`src/rtl/pgen_pkg.sv`:
```
package pgen_pkg;

  // Channel count at which the counter must return to zero.
  // A zero period means the channel is idle and wraps on every edge.
  function automatic logic at_wrap(input int unsigned cnt, input int unsigned per);
    if (per == 0) return 1'b1;
    return (cnt == per - 1);
  endfunction

  // Output level for a given count and active settings.
  function automatic logic pulse_level(input int unsigned cnt, input int unsigned per,
                                       input int unsigned wid);
    if (per == 0) return 1'b0;
    return (cnt < wid);
  endfunction

endpackage

```
`src/rtl/pgen_sel_decode.sv`:
```
module pgen_sel_decode #(
  parameter int NUM_CH = 8,
  parameter int SEL_W  = 6
) (
  input  logic              clk,
  input  logic              rst,
  input  logic              load,
  input  logic [SEL_W-1:0]  sel,
  output logic [NUM_CH-1:0] ld_en
);

  for (genvar i = 0; i < NUM_CH; i++) begin : g_dec
    assign ld_en[i] = load && (sel == SEL_W'(i));
  end

  AST_ONE_TARGET: assert property (@(posedge clk) disable iff (rst)
    $onehot0(ld_en));
  AST_OUT_OF_RANGE_IGNORED: assert property (@(posedge clk) disable iff (rst)
    (!load || (32'(sel) >= NUM_CH)) |-> (ld_en == '0));

endmodule

```
`src/rtl/pgen_channel.sv`:
```
module pgen_channel #(
  parameter int PER_W = 16,
  parameter int WID_W = 10
) (
  input  logic             clk,
  input  logic             rst,
  input  logic             ld_en,
  input  logic [PER_W-1:0] per_in,
  input  logic [WID_W-1:0] wid_in,
  output logic             pulse
);

  logic [PER_W-1:0] cnt_q;
  logic [PER_W-1:0] act_per_q, stg_per_q, per_src;
  logic [WID_W-1:0] act_wid_q, stg_wid_q, wid_src;
  logic             wrap;

  // Named event: counter returns to zero on the coming edge.
  assign wrap    = pgen_pkg::at_wrap(32'(cnt_q), 32'(act_per_q));
  // A capture on the wrap edge is forwarded straight into the active set.
  assign per_src = ld_en ? per_in : stg_per_q;
  assign wid_src = ld_en ? wid_in : stg_wid_q;

  always_ff @(posedge clk) begin
    if (rst) begin
      cnt_q     <= '0;
      act_per_q <= '0;
      act_wid_q <= '0;
      stg_per_q <= '0;
      stg_wid_q <= '0;
    end else begin
      if (ld_en) begin
        stg_per_q <= per_in;
        stg_wid_q <= wid_in;
      end
      if (wrap) begin
        cnt_q     <= '0;
        act_per_q <= per_src;
        act_wid_q <= wid_src;
      end else begin
        cnt_q <= cnt_q + 1'b1;
      end
    end
  end

  assign pulse = pgen_pkg::pulse_level(32'(cnt_q), 32'(act_per_q), 32'(act_wid_q));

  AST_CNT_BELOW_PERIOD: assert property (@(posedge clk) disable iff (rst)
    (act_per_q != '0) |-> (cnt_q < act_per_q));
  AST_WRAP_RESTARTS: assert property (@(posedge clk) disable iff (rst)
    wrap |=> (cnt_q == '0));
  AST_MIDPERIOD_HOLD: assert property (@(posedge clk) disable iff (rst)
    !wrap |=> ($stable(act_per_q) && $stable(act_wid_q)));
  AST_WRAP_FORWARD: assert property (@(posedge clk) disable iff (rst)
    (wrap && ld_en) |=> ((act_per_q == $past(per_in)) && (act_wid_q == $past(wid_in))));
  AST_IDLE_LOW: assert property (@(posedge clk) disable iff (rst)
    (act_per_q == '0) |-> !pulse);
  AST_NO_WIDTH_LOW: assert property (@(posedge clk) disable iff (rst)
    (act_wid_q == '0) |-> !pulse);
  AST_FULL_DUTY: assert property (@(posedge clk) disable iff (rst)
    ((act_per_q != '0) && (32'(act_wid_q) >= 32'(act_per_q))) |-> pulse);
  AST_KEEPS_RUNNING: assert property (@(posedge clk) disable iff (rst)
    !wrap |=> (cnt_q == PER_W'($past(cnt_q) + 1'b1)));

endmodule

```
`src/rtl/multi_pulse_gen.sv`:
```
module multi_pulse_gen #(
  parameter int NUM_CH = 8,
  parameter int SEL_W  = 6,
  parameter int PER_W  = 16,
  parameter int WID_W  = 10
) (
  input  logic              clk,
  input  logic              rst,
  input  logic              cfg_load,
  input  logic [SEL_W-1:0]  cfg_sel,
  input  logic [PER_W-1:0]  cfg_period,
  input  logic [WID_W-1:0]  cfg_width,
  output logic [NUM_CH-1:0] pulse_out
);

  localparam int ADDR_SPACE = 1 << SEL_W;

  logic [NUM_CH-1:0] ld_en;

  initial begin
    if (NUM_CH > ADDR_SPACE) $error("selector too narrow for channel count");
    if (PER_W > 32 || WID_W > 32) $error("counter widths limited to 32 bits");
  end

  pgen_sel_decode #(.NUM_CH(NUM_CH), .SEL_W(SEL_W)) u_dec (
    .clk   (clk),
    .rst   (rst),
    .load  (cfg_load),
    .sel   (cfg_sel),
    .ld_en (ld_en)
  );

  for (genvar c = 0; c < NUM_CH; c++) begin : g_ch
    pgen_channel #(.PER_W(PER_W), .WID_W(WID_W)) u_ch (
      .clk    (clk),
      .rst    (rst),
      .ld_en  (ld_en[c]),
      .per_in (cfg_period),
      .wid_in (cfg_width),
      .pulse  (pulse_out[c])
    );
  end

  AST_RESET_CLEARS: assert property (@(posedge clk)
    rst |=> (pulse_out == '0));

endmodule

```
`config.mk`:
```
export PLATFORM = sky130hd
export DESIGN_NAME = multi_pulse_gen
export DESIGN_NICKNAME = d
export VERILOG_FILES = /design/src/rtl/pgen_pkg.sv /design/src/rtl/pgen_sel_decode.sv /design/src/rtl/pgen_channel.sv /design/src/rtl/multi_pulse_gen.sv
export SDC_FILE = /design/constraint.sdc
export NUM_CORES = 1
export LEC_CHECK = 0
export BUFFER_PORTS_ARGS = -buffer_cell sky130_fd_sc_hd__buf_2
export CAP_MARGIN = 20
export CORE_MARGIN = 1.5
export CORE_UTILIZATION = 40
export CTS_CLUSTER_DIAMETER = 120
export DETAILED_ROUTE_END_ITERATION = 16
export REMOVE_ABC_BUFFERS = 1
export SLEW_MARGIN = 20
export SYNTH_ARGS = -nofsm -noshare
export SYNTH_HDL_FRONTEND = slang
export SYNTH_SLANG_ARGS = --single-unit
```
`constraint.sdc`:
```
create_clock -name clk -period 3.28 [get_ports clk]
set_input_delay 0.164 -clock clk [delete_from_list [all_inputs] [get_ports clk]]
set_output_delay 0.164 -clock clk [all_outputs]
set_load 0.05 [all_outputs]
```
==> Word-level counts from Yosys, hierarchy flattened <==
Index checks and enable logic that the tools add are counted.
{ "word_totals": {"regBits": 544, "inputBits": 35, "out_inout_bits": 8} }
{ "op_classes": {"add_sub_neg": 16, "order_cmp": 8, "eq_ne": 15, "n_mux": 56, "reduce_logical": 25} }
{ "op_table": {"columns": ["cell", "n"], "rows": [
  ["equality test 16 x 32 -> 1 bit", 8],
  ["subtractor 16 x 1 -> 17 bit, second input constant", 8],
  ["adder 16 x 1 -> 16 bit, second input constant", 8],
  ["zero test 16 bit", 8],
  ["< comparator 16 x 10 -> 1 bit", 8],
  ["2-to-1 mux 16 bit", 8],
  ["2-to-1 mux 10 bit", 8],
  ["2-to-1 mux 1 bit", 40],
  ["equality test 6 x 3 -> 1 bit, second input constant", 4],
  ["OR reduction 2 bit", 8],
  ["equality test 6 x 2 -> 1 bit, second input constant", 2],
  ["logical AND 1 bit", 8],
  ["equality test 6 x 1 -> 1 bit, second input constant", 1],
  ["zero test 6 bit", 1]
]} }

==> Longest topological paths before layout <==
{ "depth": {"ltp_word": 4, "ltp_mapped": 13} }

==> By module <==
A second synthesis with hierarchy kept.
{ "hier_totals": {"cells_unflattened": 2828, "area_unflattened_um2": 28259.6} }
{ "modules_own_cells": {"columns": ["module", "n_inst", "cells_per_inst", "area_each_um2", "seq_area_each_um2"], "rows": [
  ["pgen_channel", 8, 352, 3520.9, 1361.3],
  ["pgen_sel_decode", 1, 12, 92.6, 0.0]
]} }

==> Worst setup path before layout <==
No wires, ideal clock.
{ "synth_timing": {"path_type": "reg-to-reg", "from": "register g_ch[0].u_ch.act_per_q[0]", "to": "register g_ch[0].u_ch.act_wid_q[1]", "setup_time_ns": 0.121, "arrival_ns": 3.146, "t_required_ns": 3.159, "path_slack_ns": 0.013, "stages_incl_launch_ff": 12, "path_buffers": 2, "period_less_slack_ns": 3.267, "path_cell_list": "dfxtp_1 -> clkbuf_1 -> inv_1 -> ha_1 -> o21ba_2 -> a221oi_1 -> a41oi_1 -> or4_1 -> nand4bb_1 -> o41ai_4 -> buf_6 -> mux2_2"} }
{ "synth_via": {"elab_chain_cells": 3, "elab_cells_between_ends": 5} }
{ "synth_rtl": {"columns": ["item", "line", "text"], "rows": [
  ["start, declared", "pgen_channel.sv:14", "logic [PER_W-1:0] act_per_q, stg_per_q, per_src;"],
  ["start signal, assigned", "pgen_channel.sv:38", "act_per_q <= per_src;"],
  ["subtractor 16 x 1 -> 17 bit / zero test 16 bit (equally long branches)", "pgen_pkg.sv:7, pgen_pkg.sv:6", null],
  ["equality test 16 x 32 -> 1 bit / 2-to-1 mux 1 bit (equally long branches)", "pgen_pkg.sv:7, pgen_pkg.sv:6", null],
  ["2-to-1 mux 1 bit *", "pgen_pkg.sv:7", "return (cnt == per - 1);"],
  ["end signal, assigned", "pgen_channel.sv:39", "act_wid_q <= wid_src;"],
  ["end, declared", "pgen_channel.sv:15", "logic [WID_W-1:0] act_wid_q, stg_wid_q, wid_src;"]
]} }
Every way passes the cells marked *; elsewhere a longest branch is shown, timed or not.
A chain may end at the register's enable or synchronous reset.

==> Final worst setup path <==
{ "layout_timing": {"from": "register g_ch[3].u_ch.act_per_q[9]", "to": "output port pulse_out[3]"} }
{ "layout_via": {"elab_chain_cells": 3} }
{ "layout_rtl": {"columns": ["item", "line", "text"], "rows": [
  ["start, declared", "pgen_channel.sv:14", null],
  ["start signal, assigned", "pgen_channel.sv:38", null],
  ["zero test 16 bit", "pgen_pkg.sv:13", "if (per == 0) return 1'b0;"],
  ["2-to-1 mux 1 bit", "pgen_pkg.sv:13", null],
  ["2-to-1 mux 1 bit", "pgen_pkg.sv:14", "return (cnt < wid);"],
  ["end, declared", "multi_pulse_gen.sv:13", "output logic [NUM_CH-1:0] pulse_out"]
]} }
No other way between the ends.

==> out/metrics.yaml <==
yosys:
  yosys.area.top_type: "dfxtp_1"
  synth-edff-count: 0
  yosys_warnings: 0
  ys_seq_elements: 544
  ys_seq_area_share_pct: 39.28
  synthTopCellsByCount: "dfxtp_1, nand2_1, nor2_1, clkbuf_1, xnor2_1"
  ys_async_sr_fraction_pct: 0
  synthFlopType: "dfxtp_1"
  synth_cell_types: 86
  post-synth-top-count-cell: "dfxtp_1"
  syn_inst: 3211
  synth.area.top_cells: "dfxtp_1, nand2_1, mux2_2"
  synth_area_mm2: 0.02772
  synth_top_cell_area_share_pct: 39.28
  syn-mean-instance-area_um2: 8.634
drt:
  ant_nets: 0
  drt-initial-drc-count: 1613
  vias: 21960
  wire_per_inst_um: 17.11
  drc_errors: 0
  vias_per_cell: 5.265
  firstDrtPassIters: 5
  routed_wl_um: 71370
clocking:
  numCtsBuffers: 60
  cts_buffer_depth: 3
  cts_setup_buffers: 0
  htreeDepth: 2
  cts.clk_slew.worst_paths_ns: 0.06
  clk_latency_ns: 0.64
  cts_root_buffer: "clkbuf_16"
  cts_sinks: 544
  cts_tree: "built"
grt:
  antenna_found_initial: 1
  grt_overflow_total: 0
  grt_pass1_wl_um: 113700
  grt_pass1_vias: 20230
  track_usage_pct: 19.94
  grt_start_max_net_pins: 140
sta:
  worst_pin_slew_ns: 1.020
  fin_crit_sh_pct: 96.98
  maxSlewViolCount: 0
  min_period_ns: 3.181
  whs_ns: 0.008043
  slew_headroom_pct: 31.83
  setup_viol: 0
  max_freq_ghz: 0.3144
  hold_viol: 0
  finClkSkew_ns: 0.02205
  rsz0062_at_grt: "no"
critical_path:
  path_class: "flop to output pin"
  critPathLaunchType: "flop"
  arrival_ns: 3.02
  reg2reg_slack_ns: 0.17
  critPathMaxFanout: 12
  worstPathRequired_ns: 3.12
  cp-end-kind: "output pin"
  timing.rr.start: "g_ch[5].u_ch.act_per_q[0]$_SDFFE_PP0P_"
  critPathLaunch: "g_ch[3].u_ch.act_per_q[9]$_SDFFE_PP0P_"
place:
  gp_congestion: 0.8451
  hpwl_um: 46350
  port_buffers: 42
  dp_cells: 4046
  placed_cell_area_mm2: 0.02900
power_and_ir_drop:
  finalPower_uw: 16160
  p_leak_uw: 0.01226
  powerDensity_mw_per_mm2: 516.2
  vdd_drop_max_uv: 448.7
flow_run:
  maxCapViolCount: 0
floorplan:
  fp.dieW_um: 266.3
  num_rows: 96
  io_pins: 43
  die_area_mm2: 0.07090
  coreArea_mm2: 0.06859
  initial_core_util_pct: 40.42
  die_h_um: 266.3
status:
  status: "complete, no violations"
final_layout:
  drive_gt1_share_pct: 13.43
  syn_to_final_growth_pct: 12.89
  fin_nets: 3312
  diodes: 0
  fin_area_mm2: 0.03130
  final_util_pct: 45.63
  final_cells: 4171
worst_hold_path:
  hp-start: "cfg_period[10]"
  min-delay-path-class: "input port to flop"
==> logic make-up (layout without fill, tap and decap cells) <==
kind of cell,after synthesis,in the layout,synth area share [%]
AOI/OAI and AO/OA,423,423,10.31
xor gates and xnor gates,261,261,8.245
muxes,242,242,9.689
adders and majority gates,88,88,3.971
and+or+nand+nor,1318,1318,23.62
buffers and inverters,335,364,4.888
DFF,544,544,39.28
==> cells in the final DEF, fill, tap and decap left out, drive strengths merged, types with 88 or more instances in the layout <==
| cell | netlist | layout |
|---|---|---|
| buf | 37 | 127 |
| xnor2 | 160 | 160 |
| nor2 | 230 | 230 |
| dfxtp | 544 | 544 |
| and3 | 90 | 90 |
| ha | 88 | 88 |
| mux2 | 154 | 154 |
| mux2i | 88 | 88 |
| nand3 | 93 | 93 |
| inv | 110 | 115 |
| a21oi | 148 | 148 |
| nand2 | 424 | 424 |
| nor3 | 126 | 126 |
| xor2 | 101 | 101 |
| nor2b | 95 | 95 |
==> flip-flops by register name, summed over array words and instances, names as in the netlist <==
| name | flops |
|---|---|
| g_ch.u_ch.act_per_q | 128 |
| g_ch.u_ch.act_wid_q | 80 |
| g_ch.u_ch.cnt_q | 128 |
| g_ch.u_ch.stg_per_q | 128 |
| g_ch.u_ch.stg_wid_q | 80 |
==> cell type report <==
| type | count | area (um2) |
|---|---|---|
| clock inverter | 33 | 406.6 |
| inverter | 111 | 416.7 |
| sequential | 544 | 10890 |
| timing repair buffer | 140 | 1089 |
| multi-input combinational | 2332 | 15600 |
| clock buffer | 80 | 1728 |
| tap | 931 | 1165 |
| fill | 6642 | 37290 |
==> report_power, final <==
part	internal [uW]	switching [uW]
registers	6670	85.8
clock network	4280	2930
logic	732	1460
total	11700	4480
==> stage by stage <==
step | TNS (ns) | setup WS [ns]
3_5_place_dp | 0 | 0.1480
6_report | 0 | 0.09913
3_3_place_gp | 0 | 0.1864
4_1_cts | 0 | 0.01187
2_1_floorplan | -140.04 | -1.048
5_1_grt | 0 | 0.003952
==> worst max-delay path, stage by stage (launching register included) <==
cell and delay (ns):
dfxtp_1 0.36, or4_1 0.67, or4_1 0.52, nor2_1 0.16, buf_4 0.22, a211o_1 0.11, a31oi_1 0.08, buf_2 0.27
==> final timing paths <==
check / to / cells after the start
worst min register to register: g_ch[0].u_ch.stg_per_q[4]$_SDFF_PP0_ / 2
worst max-delay path: pulse_out[3] / 7
worst min-delay path: g_ch[0].u_ch.stg_per_q[10]$_SDFF_PP0_ / 3
worst max register to register: g_ch[5].u_ch.act_per_q[8]$_SDFFE_PP0P_ / 10
==> per-layer routing <==
layer | GRT usage [%] | wire [um] | up-vias
li1 | - | - | 11130
met1 | 27.92 | 34150 | 10290
met2 | 31.32 | 31730 | 413
met3 | 2.819 | 3206 | 122
met4 | 6.726 | 2266 | 2
met5 | 0 | 13 | -
==> repair_timing <==
action / CTS / global route
hold buffers: 12 / 0
resized for setup: 0 / 9
endpoints found under the hold margin: 18 / 0
setup endpoints to repair: 0 / 73
(Power assumes the default switching activity.)
